`config.mk`:
```
export PLATFORM = sky130hd
export DESIGN_NAME = sframe_tx
export DESIGN_NICKNAME = d
export VERILOG_FILES = /design/src/rtl/sframe_pkg.sv /design/src/rtl/sframe_builder.sv /design/src/rtl/sframe_baud.sv /design/src/rtl/sframe_tx.sv
export SDC_FILE = /design/constraint.sdc
export NUM_CORES = 1
export LEC_CHECK = 0
export ABC_CLOCK_PERIOD_IN_PS = 3500
export BUFFER_PORTS_ARGS = -buffer_cell sky130_fd_sc_hd__buf_2
export CAP_MARGIN = 20
export CORE_ASPECT_RATIO = 0.5
export CORE_UTILIZATION = 55
export CTS_BUF_LIST = sky130_fd_sc_hd__clkbuf_8
export DETAILED_ROUTE_END_ITERATION = 6
export GPL_ROUTABILITY_DRIVEN = 0
export GPL_TIMING_DRIVEN = 0
export PLACE_DENSITY = 0.82
export REMOVE_ABC_BUFFERS = 1
export SYNTH_ARGS = -nofsm -noshare
export SYNTH_HDL_FRONTEND = slang
export SYNTH_HIERARCHICAL = 1
export SYNTH_SLANG_ARGS = --single-unit
```
`constraint.sdc`:
```
create_clock -name clk -period 3.5 [get_ports clk]
set_input_delay 0.35 -clock clk [delete_from_list [all_inputs] [get_ports clk]]
set_output_delay 0.35 -clock clk [all_outputs]
set_load 0.01 [all_outputs]
```
`src/rtl/sframe_pkg.sv`:
```
package sframe_pkg;

  localparam int unsigned MAX_DATA = 9;
  localparam int unsigned MIN_DATA = 5;
  // start + data + parity + two stop
  localparam int unsigned FRAME_W  = 1 + MAX_DATA + 1 + 2;
  localparam int unsigned IDX_W    = $clog2(FRAME_W + 1);

  typedef enum logic [1:0] {
    PAR_OFF   = 2'b00,
    PAR_OFF_B = 2'b01,
    PAR_EVEN  = 2'b10,
    PAR_ODD   = 2'b11
  } par_mode_e;

  typedef struct packed {
    logic [2:0] len_code;
    logic [1:0] par;
    logic       stop2;
  } fmt_t;

endpackage

```
`src/rtl/sframe_builder.sv`:
```
module sframe_builder
  import sframe_pkg::*;
(
  input  fmt_t                 fmt,
  input  logic [MAX_DATA-1:0]  data,
  output logic [FRAME_W-1:0]   frame,
  output logic [IDX_W-1:0]     last_idx
);

  int   nbits;
  int   total;
  logic par_bit;
  logic has_par;

  always_comb begin
    nbits   = (fmt.len_code >= 3'd4) ? int'(MAX_DATA) : int'(MIN_DATA) + int'(fmt.len_code);
    has_par = fmt.par[1];

    // only the active data bits feed parity
    par_bit = 1'b0;
    for (int i = 0; i < int'(MAX_DATA); i++) begin
      if (i < nbits) par_bit = par_bit ^ data[i];
    end
    if (fmt.par == PAR_ODD) par_bit = ~par_bit;

    // line defaults high so stop bits and unused slots are marks
    frame    = '1;
    frame[0] = 1'b0;
    for (int i = 0; i < int'(MAX_DATA); i++) begin
      if (i < nbits) frame[1+i] = data[i];
    end
    for (int j = 0; j < int'(FRAME_W); j++) begin
      if (has_par && (j == nbits + 1)) frame[j] = par_bit;
    end

    total    = 1 + nbits + (has_par ? 1 : 0) + 1 + (fmt.stop2 ? 1 : 0);
    last_idx = IDX_W'(total - 1);
  end

endmodule

```
`src/rtl/sframe_baud.sv`:
```
module sframe_baud #(
  parameter int unsigned DIV_W = 8
) (
  input  logic             clk,
  input  logic             rst_n,
  input  logic             run,
  input  logic [DIV_W-1:0] div,
  output logic             tick
);

  logic [DIV_W-1:0] cnt_q, cnt_d;

  always_comb begin
    tick  = run && (cnt_q == div);
    cnt_d = cnt_q;
    if (!run || tick) cnt_d = '0;
    else              cnt_d = cnt_q + 1'b1;
  end

  always_ff @(posedge clk or negedge rst_n) begin
    if (!rst_n) cnt_q <= '0;
    else        cnt_q <= cnt_d;
  end

  // half-period counter never passes the captured divider
  assert_cnt_bound_R5: assert property (@(posedge clk) disable iff (!rst_n)
    run |-> (cnt_q <= div));

  // an idle counter rests at zero
  assert_cnt_idle_R5: assert property (@(posedge clk) disable iff (!rst_n)
    !run |=> (cnt_q == '0));

endmodule

```
`src/rtl/sframe_tx.sv`:
```
module sframe_tx
  import sframe_pkg::*;
#(
  parameter int unsigned DIV_W = 8
) (
  input  logic                clk,
  input  logic                rst_n,
  input  logic [MAX_DATA-1:0] tx_data,
  input  logic                tx_valid,
  output logic                tx_ready,
  input  logic [2:0]          fmt_len,
  input  logic [1:0]          fmt_parity,
  input  logic                fmt_stop2,
  input  logic                sclk_pol,
  input  logic [DIV_W-1:0]    clk_div,
  output logic                busy,
  output logic                sclk,
  output logic                txd
);

  // asynchronous assert, synchronous release
  logic [1:0] rst_pipe;
  logic       rst_sn;

  always_ff @(posedge clk or negedge rst_n) begin
    if (!rst_n) rst_pipe <= 2'b00;
    else        rst_pipe <= {rst_pipe[0], 1'b1};
  end
  assign rst_sn = rst_pipe[1];

  fmt_t               fmt_in;
  logic [FRAME_W-1:0] frame_w;
  logic [IDX_W-1:0]   last_w;
  logic               tick;

  assign fmt_in = '{len_code: fmt_len, par: fmt_parity, stop2: fmt_stop2};

  sframe_builder u_build (
    .fmt      (fmt_in),
    .data     (tx_data),
    .frame    (frame_w),
    .last_idx (last_w)
  );

  logic               busy_q,  busy_d;
  logic               phase_q, phase_d;   // 1 = serial clock away from idle
  logic [FRAME_W-1:0] sh_q,    sh_d;
  logic [IDX_W-1:0]   rem_q,   rem_d;
  logic               pol_q,   pol_d;
  logic [DIV_W-1:0]   div_q,   div_d;

  sframe_baud #(.DIV_W(DIV_W)) u_baud (
    .clk   (clk),
    .rst_n (rst_sn),
    .run   (busy_q),
    .div   (div_q),
    .tick  (tick)
  );

  logic lead_due, frame_end, accept;

  always_comb begin
    lead_due  = tick && !phase_q;
    frame_end = lead_due && (rem_q == '0);
    tx_ready  = !busy_q || frame_end;
    accept    = tx_valid && tx_ready;

    busy_d  = busy_q;
    phase_d = phase_q;
    sh_d    = sh_q;
    rem_d   = rem_q;
    pol_d   = pol_q;
    div_d   = div_q;

    if (accept) begin
      busy_d  = 1'b1;
      phase_d = 1'b1;
      sh_d    = frame_w;
      rem_d   = last_w;
      pol_d   = sclk_pol;
      div_d   = clk_div;
    end else if (frame_end) begin
      busy_d  = 1'b0;
      phase_d = 1'b0;
      sh_d    = '1;
    end else if (tick) begin
      phase_d = ~phase_q;
      if (lead_due) begin
        sh_d  = {1'b1, sh_q[FRAME_W-1:1]};
        rem_d = rem_q - 1'b1;
      end
    end
  end

  always_ff @(posedge clk or negedge rst_sn) begin
    if (!rst_sn) begin
      busy_q  <= 1'b0;
      phase_q <= 1'b0;
      sh_q    <= '1;
      rem_q   <= '0;
      pol_q   <= 1'b0;
      div_q   <= '0;
    end else begin
      busy_q  <= busy_d;
      phase_q <= phase_d;
      sh_q    <= sh_d;
      rem_q   <= rem_d;
      pol_q   <= pol_d;
      div_q   <= div_d;
    end
  end

  assign busy = busy_q;
  assign txd  = sh_q[0];
  assign sclk = busy_q ? (phase_q ^ pol_q) : sclk_pol;

  assert_idle_line_high_R1: assert property (@(posedge clk) disable iff (!rst_sn)
    !busy_q |-> txd);

  assert_start_low_R2: assert property (@(posedge clk) disable iff (!rst_sn)
    accept |=> (!txd && busy_q));

  assert_end_high_R4: assert property (@(posedge clk) disable iff (!rst_sn)
    $fell(busy_q) |-> (txd && tx_ready));

  assert_change_edge_R6: assert property (@(posedge clk) disable iff (!rst_sn)
    (busy_q && $past(busy_q) && !$stable(txd)) |-> (sclk != pol_q));

  assert_ready_low_R7: assert property (@(posedge clk) disable iff (!rst_sn)
    (busy_q && !tick) |-> !tx_ready);

  assert_cfg_hold_R9: assert property (@(posedge clk) disable iff (!rst_sn)
    (busy_q && !accept) |=> ($stable(pol_q) && $stable(div_q)));

endmodule

```
Yosys cells after proc, flatten, opt, wreduce, memory -nomap -nowiden
Index checks and enable logic that the tools add are counted.
{"block": "totals", "input_bits": 27, "regBits": 38}
{"block": "classes", "bitwise_logic": 11, "reduce_logical": 30, "n_lt_le_gt_ge": 10, "eq_ne": 15, "muxes": 50, "addsub": 8}
{"op": "$eq A5 B32 Y1 const A", "n": 5}
{"op": "$eq A4 B32 Y1 const A", "n": 4}
{"op": "$lt A4 B32 Y1 const A", "n": 4}
{"op": "$eq A3 B32 Y1 const A", "n": 2}
{"op": "$lt A3 B32 Y1 const A", "n": 2}
{"op": "$mux W13", "n": 4}
{"op": "$mux W1", "n": 40}
{"op": "$add A32 B2 Y32 const B", "n": 1}
{"op": "$eq A2 B32 Y1 const A", "n": 1}
{"op": "$logic_not A32 Y1", "n": 1}
{"op": "$lt A1 B32 Y1 const A", "n": 1}
{"op": "$lt A2 B32 Y1 const A", "n": 1}
{"op": "$lt A5 B32 Y1 const A", "n": 1}
{"op": "$mux W32", "n": 1}
{"op": "$logic_and A1 B1 Y1", "n": 17}
{"op": "$mux W4", "n": 4}
{"op": "$xor A1 B1 Y1", "n": 9}
{"op": "$add A4 B4 Y4", "n": 2}
{"op": "$add A8 B1 Y8 const B", "n": 1}
{"op": "$eq A8 B8 Y1", "n": 1}
{"op": "$mux W8", "n": 1}
{"op": "$reduce_bool A2 Y1", "n": 3}
{"op": "$reduce_bool A3 Y1", "n": 2}
{"op": "$add A3 B3 Y4 const A", "n": 1}
{"op": "other kinds (12)", "n": 15}

Depth between registers and ports, before layout
{"block": "logic_depth", "word_depth": 24, "mapped_depth": 16}

Modules after synthesis
The synthesis kept the hierarchy.
{"mod": "sframe_tx", "n_inst": 1, "cells_each": 145, "seq_area_each_um2": 767.0, "area_per_inst_um2": 1565.3}
{"mod": "sframe_builder", "n_inst": 1, "cells_each": 114, "seq_area_each_um2": 0.0, "area_per_inst_um2": 742.0}
{"mod": "sframe_baud", "n_inst": 1, "cells_each": 46, "seq_area_each_um2": 200.2, "area_per_inst_um2": 500.5}

Worst setup path after synthesis
No wires, ideal clock.
{"block": "synth_timing", "path_type": "input to register", "from": "input fmt_len[0]", "to": "register sh_q[6]", "setup_slack_ns": 0.586, "t_arrival_ns": 2.835, "path_stages": 16, "required_time_ns": 3.421, "n_path_buf": 1, "cell_sequence": "inv_1 ha_1 nor2b_1 inv_1 ha_1 nor2_1 o21ai_0 xnor2_1 xnor2_1 xnor2_2 xnor2_1 buf_6 o31ai_4 nand3b_1 o21ai_0 o21ai_0"}
{"block": "synth_via", "elab_chain_cells": 24, "word_cells_on_any_way": 37, "classes_between": "add/sub (2); order compare (10); eq/ne (1); mux (14); bitwise (9); reduce/logical (1)"}
{"item": "start, declared", "line": "sframe_tx.sv:11", "text": "input logic [2:0] fmt_len,"}
{"item": "$add A3 B3 Y4 or $ge A3 B3 Y1 (tied branches)", "line": "sframe_builder.sv:16", "text": "nbits = (fmt.len_code >= 3'd4) ? int'(MAX_DATA) : int'(MIN_DATA) + int'(fmt.len_code);"}
{"item": "$mux W32 *", "line": "sframe_builder.sv:16"}
{"item": "$lt A1 B32 Y1", "line": "sframe_builder.sv:22", "text": "if (i < nbits) par_bit = par_bit ^ data[i];"}
{"item": "$mux W1", "line": "sframe_builder.sv:22"}
{"item": "$xor A1 B1 Y1", "line": "sframe_builder.sv:22"}
{"item": "$mux W1", "line": "sframe_builder.sv:22"}
{"item": "$xor A1 B1 Y1", "line": "sframe_builder.sv:22"}
{"item": "$mux W1", "line": "sframe_builder.sv:22"}
{"item": "[... 9 more ...]"}
{"item": "$mux W1", "line": "sframe_builder.sv:22"}
{"item": "$xor A1 B1 Y1", "line": "sframe_builder.sv:22"}
{"item": "$mux W1", "line": "sframe_builder.sv:22"}
{"item": "$not A1 Y1", "line": "sframe_builder.sv:24", "text": "if (fmt.par == PAR_ODD) par_bit = ~par_bit;"}
{"item": "$mux W1", "line": "sframe_builder.sv:24"}
{"item": "$mux W1 *", "line": "sframe_builder.sv:33", "text": "if (has_par && (j == nbits + 1)) frame[j] = par_bit;"}
{"item": "net frame_w[6]", "line": "sframe_tx.sv:32", "text": "logic [FRAME_W-1:0] frame_w;"}
{"item": "$mux W13 *", "line": "sframe_tx.sv:75", "text": "if (accept) begin"}
{"item": "end signal, assigned", "line": "sframe_tx.sv:99", "text": "sh_q <= '1;"}
{"item": "end signal, assigned", "line": "sframe_tx.sv:106", "text": "sh_q <= sh_d;"}
{"item": "end, declared", "line": "sframe_tx.sv:47", "text": "logic [FRAME_W-1:0] sh_q, sh_d;"}
Mark *: on every way through the listed nets, which the timed path passes. The rest lies on a longest branch.
A chain may end at the register's enable or synchronous reset.

Worst setup path after layout
{"block": "layout_timing", "from": "input fmt_len[0]", "to": "register sh_q[4]"}
The elaborated chain is that of the path after synthesis.

==> impl_results.md <==
* Syn. warnings at 6
* Crit path launch: fmt_len[0]
* Crit Path Category: in -> reg
* Area growth syn-to-layout at 13.9%
* Die ar. at 5410 sq um
* Share of layout cells above drive strength 1 at 25.3%
* Met3 usage at 4.00%
* Htree depth at 2
* RSZ-0062 raised after global routing: no
* CTS Buffer Depth at 2
* HP Class: in -> reg
* Post-DP Area at 2990 sq um
* Arrival @ worst endpoint at 3.46 ns
* Root buf cell: clkbuf_8
* Mux share of post-synthesis cell area at 5.44%
* Remaining global-route overflow at 0
* Vert. Die Dim at 52.5 um
* Worst slew margin at 41.0%
* Largest family of logic cells by synthesized area: compound AO/OA/AOI/OAI gates
* Pre-Repair DR Iteration Count at 5
* Wire per inst at 15.6 um
* First-pass GRT wire length at 10.4 mm
* Reg2reg start: u_baud/cnt_q[4]$_DFF_PN0_
* Die width at 103 um
* Worst vdd ir at 0.424 mV
* Critical-path cell list: buf_2, inv_1, ha_1, nor2b_2, inv_1, ha_1, nor2_1, o21ai_0, xnor2_1, xnor2_1, xnor2_2, buf_4, xnor2_2, o31ai_2, nand3b_1, o21ai_0, o21ai_0
* Detail Route Antenna Nets at 0
* Register Area at 967 sq um
* Core area at 4640 sq um
* Compound-Gate Fraction of Synth Area at 22.6%
* Gr usage total at 25.3%
* Initial antenna violation count at 0
* Vias in the first global route at 2214
* Min Tclk post-route at 3.26 ns
* Final setup fails at 0
* Clock tree sinks at 38
* Post-synthesis cell area at 2810 sq um
* DP Wirelength at 4.40 mm
* Comb power frac at 40.8%
* Post-synthesis simple-gate area fraction at 18.5%
* Pin count of the biggest net entering global routing at 21
* Max_cap viols at 0
* WP data required at 3.71 ns
* Port Buffers at 30
* Predominant post-synthesis flop cell: dfrtp_1
* Slowest CP cell: ha_1
* Final Net Count at 374
* Flop pwr share at 36.5%
* Cell Pwr Density at 632 nW/um^2
* Vias per inst at 5.92
* Mapped Avg Cell Area at 9.21 sq um
* TritonCTS clock tree: yes
* Antenna diodes at 0
* Initial cell density of the core at 60.6%
* Sw Share at 36.8%
* Psw at 0.000745 W
* Worst-margin pin slew at 0.881 ns
* Top Ports at 31
* Post-synth EDFFs at 0
* Met2 Use GR at 42.8%
* Yosys cell types at 57
* Pre-CTS WS at -0.488 ns
* Cell-internal power at 0.00128 W
* Final period utilization at 93.1%
* Rows at 17
* Async set or reset register ratio after synthesis at 100%
* Final WS setup at 0.242 ns
* Post-Route Setup TNS at 0 ns
* Worst-path clk slew at 0.08 ns
* CP bufs+invs at 4
* CP Capture Type: flop
* DRC violations left at 0
* Starting DRT DRC Count at 232
* Post-synthesis register bit count at 38
* Clock Skews at 0.00398 ns
* Fin. max-slew vios at 0
* Area of the multi-input gates at 1730 sq um
* Final Hold Vio Count at 0
* Via count at 2379
* Worst min-delay path startpoint: clk_div[6]
* Clk network pwr share at 22.7%
* CP peak stage delay at 0.36 ns
* Critical-path maximum fanout at 6
* Most used routing layer: met2
* Met1 Resource Use GR at 34.1%
* Seq/Total Area, Yosys at 34.4%
* Util after Layout at 69.0%
* Synth Area in Adders at 6.02%
* Worst-Skew Late Latency at 0.29 ns
* CP Launch Type: input port
* Worst path most repeated cell: o21ai_0
* Largest delay contributor family on the critical path: compound AO/OA/AOI/OAI gates
* Cells after synthesis at 305
* Leakage power at 1.38 nW
* Num CTS Buffers at 5
* Highest Clock Rate at 307 MHz
* Final Instance Area at 3200 sq um
* Post-Synth XOR/XNOR Area at 7.35%
* Outcome: finished, final reports clean
* Routed wire length at 6.26 mm
* Fillers at 356
path summary, 6_finish.rpt:
check / cells past startpoint / slack [ns] / end
worst max-delay path: 17 / 0.24 / sh_q[4]$_DFFE_PN1P_
worst min register to register: 0 / 0.34 / div_q[2]$_DFFE_PN0P_
max in group asynchronous: 1 / 2.52 / sh_q[9]$_DFFE_PN1P_
worst min-delay path: 2 / 0.29 / div_q[6]$_DFFE_PN0P_
worst max register to register: 7 / 0.69 / pol_q$_DFFE_PN0P_
min in group asynchronous: 0 / 0.34 / div_q[2]$_DFFE_PN0P_
stage by stage:
| stage | cells | total power (W) | hold slack [ns] |
|---|---|---|---|
| CTS | 399 | 0.00200 | 0.280 |
| global placement | 388 | 0.00146 | 0.135 |
| floorplan | 292 | 0.00131 | 0.0544 |
| global route | 402 | 0.00217 | 0.273 |
| detailed placement | 390 | 0.00152 | 0.136 |
| finish | 402 | 0.00202 | 0.286 |
kinds of logic (layout without fill, tap and decap cells):
family	count (synthesis)	count (layout)
other	1	1
XOR/XNOR	21	22
AO/OA/AOI/OAI	98	98
AND/OR/NAND/NOR	93	93
multiplexers	11	11
adder cells (fa/ha/maj)	13	13
buffers and inverters	30	60
flip-flops	38	38
registers in the layout, indices dropped and copies added, names as in the netlist:
| register | count |
|---|---|
| busy | 1 |
| rem_q | 4 |
| phase_q | 1 |
| u_baud/cnt_q | 8 |
| sh_q | 13 |
| pol_q | 1 |
| div_q | 8 |
| rst_pipe | 2 |
per-layer routing:
layer,wire (um),vias up
met5,0,-
met4,40,0
met3,300,7
met2,3010,81
met1,2900,1140
li1,-,1151
power groups by stage:
stage	sequential [W]	clock, W	combinational, W
global route	0.000759	0.000489	0.000919
global placement	0.000735	0	0.000729
floorplan	0.000713	0	0.000601
finish	0.000739	0.000460	0.000824
CTS	0.000737	0.000464	0.000796
detailed placement	0.000740	0	0.000779
worst reg2reg max path: stages (launching register included):
cell and delay (ns):
dfrtp_1 0.47, xor2_1 0.19, nor4_2 0.72, and3_1 0.33, nand2b_1 0.19, o21ai_4 0.27
nand2_4 0.18, mux2_4 0.35
synthesized netlist by cell type, types with 9 or more instances:
master / n / area share, %
ha_1: 11 / 4.9
nand2_1: 18 / 2.4
o21ai_0: 43 / 7.7
a21oi_1: 15 / 2.7
xnor2_1: 9 / 2.8
nand3b_1: 12 / 3.2
xor2_1: 9 / 2.8
a22oi_1: 13 / 3.5
dfrtp_1: 25 / 22
dfstp_2: 13 / 12
inv_1: 16 / 2.1
nor2_1: 25 / 3.3
cell usage in the layout (no fill, tap or decap), types with 2 or more instances in the layout:
cell and instances:
nand4_1 2, a21oi_1 15, nand3b_1 12, or3_1 3
clkbuf_8 6, nor3_1 3, buf_4 2, a221oi_1 3
dfstp_2 13, nor2b_1 4, nand3_1 7, o22ai_1 4
mux2_2 2, o21ai_0 43, nand2_1 18, xor2_2 2
buf_2 30, nor2_1 25, inv_1 16, a211oi_1 7
mux2_4 8, xor2_1 9, dfrtp_1 25, nor3b_1 2
xnor2_1 8, a22oi_1 13, xnor2_2 2, ha_1 11
bufinv_16 2, nand2b_1 5, nor4_2 2
area by class of cell:
| class | instances | share of cell area (%) |
|---|---|---|
| clock buffers | 6 | 2.58 |
| clock inverters | 2 | 1.88 |
| inverters | 17 | 1.99 |
| multi-input cells | 238 | 54.0 |
| flip-flops and latches | 38 | 30.2 |
| well taps | 66 | 2.58 |
| repair buffers | 35 | 6.69 |
repair_timing:
item	in CTS	in global routing
pin swaps	0	2
gates cloned	0	1
resized for setup	1	3
endpoints found under the hold margin	2	0
buffers inserted	0	1
setup endpoints to repair	10	9
hold buffers	1	0
(Power assumes the default switching activity.)
